===== config.mk =====
export PLATFORM = sky130hd
export DESIGN_NAME = tx_chan_cond
export DESIGN_NICKNAME = d
export VERILOG_FILES = /design/src/rtl/tx_sig_pkg.sv /design/src/rtl/tx_sig_ctrl.sv /design/src/rtl/tx_sig_dp.sv /design/src/rtl/tx_chan_cond.sv
export SDC_FILE = /design/constraint.sdc
export NUM_CORES = 1
export LEC_CHECK = 0
export ABC_AREA = 0
export BUFFER_PORTS_ARGS = -buffer_cell sky130_fd_sc_hd__buf_2
export CAP_MARGIN = 15
export CORE_AREA = 2 2 39 41
export DETAILED_ROUTE_END_ITERATION = 10
export DIE_AREA = 0 0 41 43
export PLACE_DENSITY = 0.64
export SLEW_MARGIN = 10
export SYNTH_ARGS = -nofsm -noshare
export SYNTH_HDL_FRONTEND = slang
export SYNTH_SLANG_ARGS = --single-unit

===== constraint.sdc =====
create_clock -name clk -period 1 [get_ports clk]
set_input_delay 0.05 -clock clk [delete_from_list [all_inputs] [get_ports clk]]
set_output_delay 0.05 -clock clk [all_outputs]
set_load 0.01 [all_outputs]

===== src/rtl/tx_sig_pkg.sv =====
package tx_sig_pkg;
  localparam int SIG_W  = 4;
  localparam int OCT_W  = 8;
  localparam int B7_POS = OCT_W - 7;     // bit 7 counted from MSB=1
  localparam logic [1:0] E1_CD_FILL = 2'b01;

  typedef struct packed {
    logic wrAB;
    logic wrCD;
    logic cdFixed;
    logic mirrorCD;
    logic subB7;
    logic forceF;
  } ctlStrobes_t;
endpackage


===== src/rtl/tx_sig_ctrl.sv =====
module tx_sig_ctrl
  import tx_sig_pkg::*;
(
  input  logic        modeE1,
  input  logic        abOnly,
  input  logic        sigFreeze,
  input  logic        slotAssigned,
  input  logic        slotIdle,
  input  logic        zeroSupEn,
  input  logic        sigUpd,
  input  logic        octetZero,
  output ctlStrobes_t strobes
);
  logic isT1;
  assign isT1 = ~modeE1;

  always_comb begin
    strobes          = '0;
    strobes.wrAB     = sigUpd;
    strobes.wrCD     = sigUpd & modeE1;
    strobes.cdFixed  = modeE1 & abOnly;
    strobes.mirrorCD = isT1 & sigFreeze;
    strobes.subB7    = isT1 & slotAssigned & zeroSupEn & octetZero;
    strobes.forceF   = isT1 & ~slotAssigned & slotIdle;
  end
endmodule


===== src/rtl/tx_sig_dp.sv =====
module tx_sig_dp
  import tx_sig_pkg::*;
(
  input  logic              clk,
  input  logic              rstN,
  input  ctlStrobes_t       strobes,
  input  logic [SIG_W-1:0]  sigIn,
  input  logic [OCT_W-1:0]  octetIn,
  input  logic              fbitIn,
  input  logic              fbitVal,
  output logic              octetZero,
  output logic [SIG_W-1:0]  sigOut,
  output logic [OCT_W-1:0]  octetOut,
  output logic              fbitOut
);
  localparam int HALF = SIG_W / 2;

  logic [HALF-1:0] abReg, cdReg, cdNext;

  assign cdNext = strobes.cdFixed ? E1_CD_FILL : sigIn[HALF-1:0];

  always_ff @(posedge clk or negedge rstN) begin
    if (!rstN) begin
      abReg <= '0;
      cdReg <= '0;
    end else begin
      if (strobes.wrAB) abReg <= sigIn[SIG_W-1:HALF];
      if (strobes.wrCD) cdReg <= cdNext;
    end
  end

  assign sigOut = strobes.mirrorCD ? {abReg, abReg} : {abReg, cdReg};

  assign octetZero = ~|octetIn;

  for (genvar b = 0; b < OCT_W; b++) begin : g_oct
    if (b == B7_POS) begin : g_sub
      assign octetOut[b] = octetIn[b] | strobes.subB7;
    end else begin : g_pass
      assign octetOut[b] = octetIn[b];
    end
  end

  assign fbitOut = strobes.forceF ? fbitVal : fbitIn;
endmodule


===== src/rtl/tx_chan_cond.sv =====
module tx_chan_cond
  import tx_sig_pkg::*;
(
  input  logic             clk,
  input  logic             rstN,
  input  logic             modeE1,
  input  logic             abOnly,
  input  logic             sigFreeze,
  input  logic             slotAssigned,
  input  logic             slotIdle,
  input  logic             zeroSupEn,
  input  logic             fbitVal,
  input  logic             sigUpd,
  input  logic [3:0]       sigIn,
  input  logic [7:0]       octetIn,
  input  logic             fbitIn,
  output logic [3:0]       sigOut,
  output logic [7:0]       octetOut,
  output logic             fbitOut
);
  ctlStrobes_t strobes;
  logic        octetZero;

  tx_sig_ctrl u_ctrl (
    .modeE1(modeE1), .abOnly(abOnly), .sigFreeze(sigFreeze),
    .slotAssigned(slotAssigned), .slotIdle(slotIdle),
    .zeroSupEn(zeroSupEn), .sigUpd(sigUpd),
    .octetZero(octetZero), .strobes(strobes)
  );

  tx_sig_dp u_dp (
    .clk(clk), .rstN(rstN), .strobes(strobes),
    .sigIn(sigIn), .octetIn(octetIn), .fbitIn(fbitIn), .fbitVal(fbitVal),
    .octetZero(octetZero), .sigOut(sigOut), .octetOut(octetOut),
    .fbitOut(fbitOut)
  );
endmodule


==> flow_summary.ini <==
[timing]
finalHoldViolations = 0
setup_viol = 2
worst_pin_slew_ns = 0.226
period_minus_slack_ns = 1.04
setup_tns_ns = -0.0730
fmax_mhz = 964
fin_skew_ns = 0
rsz0062_at_grt = yes
fin_ws_ns = -0.0374
holdWs_ns = 0.0553
timing.slew.headroom_pct = 84.8
period_share_pct = 104
drv_slew = 0

[cts]
cts_sinks = 4
cts_buffer_depth = 2
clk-insertion-delay-late_ns = 0.23
clk_pin_slew_worst_paths_ns = 0.04
cts_max_level = 1
cts_tree = yes
cts-root-buf = clkbuf_4
numCtsBuffers = 3

[critical_path]
start_kind = flop
critPathCaptureType = output pin
critical_path.startpoint = u_dp.abReg[1]
rr_worst_depth = 2
path_depth = 2
crit-reg2reg-launch = u_dp.abReg[1]
crit_buf_inv = 1
crit_arrival_ns = 0.99
critical-path-max-stage-delay_ns = 0.37
cp_slowest_cell = dfrtp_1
path_class = reg -> out
cp_top_family = flip-flops
crit_fanout = 2
crit_end = sigOut[1]
crit_chain = mux2_4 > buf_6
r2r-end = u_dp.abReg[1]
crit_required_ns = 0.95
r2r_slack_ns = 0.14

[die]
fp-row-count = 14
ios = 36
die_width_microns = 41
initial_core_util_pct = 22.8
core_area_sq_um = 1380
dieHeight_microns = 43
dieArea_sq_um = 1760

[synth]
synth_most_common_cell = buf_4
syn_area_per_cell_sq_um = 11.3
async_flop_share_pct = 100
synth-seq-cells = 4
synthTopCellsByCount = 7 x buf_4, 4 x dfrtp_1, 4 x mux2_4
syn_area_sq_um = 315
syn_inst = 28
yosys.area.top_type_share_pct = 31.7
synth_edf_count = 0
synth_nets = 51
synthTopCellsByArea = dfrtp_1 32%, mux2_4 19%, buf_4 17%
ys_warn_count = 0
synth_top_area_cell = dfrtp_1
ys_types = 14
ys.flop_type = dfrtp_1
ys_seq_area_share_pct = 31.7

[route]
vias_per_cell = 4.16
vias = 333
ant_nets = 0
first_iter_violations = 0
drc_errors = 0
wl_microns = 676
wl_per_cell_microns = 8.45
dr.pass1.iters = 1

[final_layout]
antenna_cells = 0
fin_nets = 89
final_cells = 80
drive_above_1_share_pct = 78.1
syn_to_final_growth_pct = 69.0
num-fill-cells = 146
final_core_util_pct = 38.5

[pwr]
ir_worst_vdd_mv = 0.405
powerDensity_nw_per_um2 = 1130
p_leak_uw = 0.000296

[min_path]
min_path_cells = 2
hold_path_class = in -> reg

[job]
maxCapViolations = 0

[global_routing]
grt_pass1_wl_microns = 1070
grt_pass1_vias = 283
overflow = 0
grt_max_degree = 7
grt.total_usage_pct = 9.78
antenna_found_initial = 0

[placement]
preCtsSetupSlack_ns = 0.107
io_buffers = 35
gp_congestion = 0.579
dp_hpwl_microns = 587
dp.cells = 72

[run_status]
status = finished, violations left
violations = negative setup slack
## sequential cells by signal (all words and copies together) (netlist names)
signal,flops
u_dp.abReg,2
u_dp.cdReg,2
## per-layer routing
metal | part of all wire, % | global-route usage [%]
met1 | 33 | 10.4
met2 | 46 | 12.8
met3 | 15 | 3.14
met4 | 5.6 | 12.0
met5 | 0 | 0
## kinds of logic (layout without fill, tap and decap cells)
logic type / Yosys count / count (layout) / synth area share (%)
muxes: 6 / 6 / 26.2
DFF: 4 / 4 / 31.7
and+or+nand+nor: 8 / 8 / 19.0
buffers and inverters: 7 / 43 / 16.7
AOI/OAI and AO/OA: 3 / 3 / 6.35
## worst min-delay path by stage
stage | to | start
4_1_cts | u_dp.abReg[0] | sigIn[2]
5_1_grt | u_dp.abReg[0] | sigIn[2]
3_5_place_dp | u_dp.abReg[0] | rstN
6_report | u_dp.abReg[1] | sigIn[3]
3_3_place_gp | u_dp.abReg[0] | rstN
2_1_floorplan | u_dp.abReg[0] | rstN
## metrics by stage
stage | power, uW | area (sq um)
2_1_floorplan | 294 | 315
3_3_place_gp | 367 | 458
3_5_place_dp | 369 | 458
4_1_cts | 613 | 533
5_1_grt | 648 | 533
6_report | 602 | 533
## worst reg2reg max path: stages, from the launching register on
cell and delay (ns):
dfrtp_1 0.37, buf_4 0.13, mux2_2 0.25
## timing repair
item                                    in CTS  in global routing
endpoints found under the setup margin       2                  2
setup buffers                                4                  0
gates resized for setup                      2                  0
pin swaps                                    0                  0
gates cloned                                 0                  0
hold buffers                                 1                  0
endpoints found under the hold margin        4                  0
## power breakdown
| group | total (uW) | internal (uW) | switching, uW |
|---|---|---|---|
| Sequential | 189 | 180 | 8.47 |
| Combinational | 218 | 139 | 78.7 |
| Clock | 195 | 134 | 61.2 |
| Total | 602 | 453 | 148 |
## layout by cell type (no fill, tap or decap), types with 2 or more instances in the layout
cell	synthesis	routed
buf_2	0	33
mux2_4	4	4
buf_4	7	4
dfrtp_1	4	4
clkbuf_4	0	3
nor2_1	2	2
mux2_2	2	2
buf_6	0	2
## layout make-up
type                       instances  area [sq um]  area share [%]
clock buffer                       3          22.5            4.23
multi-input combinational         17           163            30.5
sequential                         4           100            18.8
tap                               16          20.0            3.76
timing repair buffer              40           228            42.7
Power figures use the tool's default switching activity.
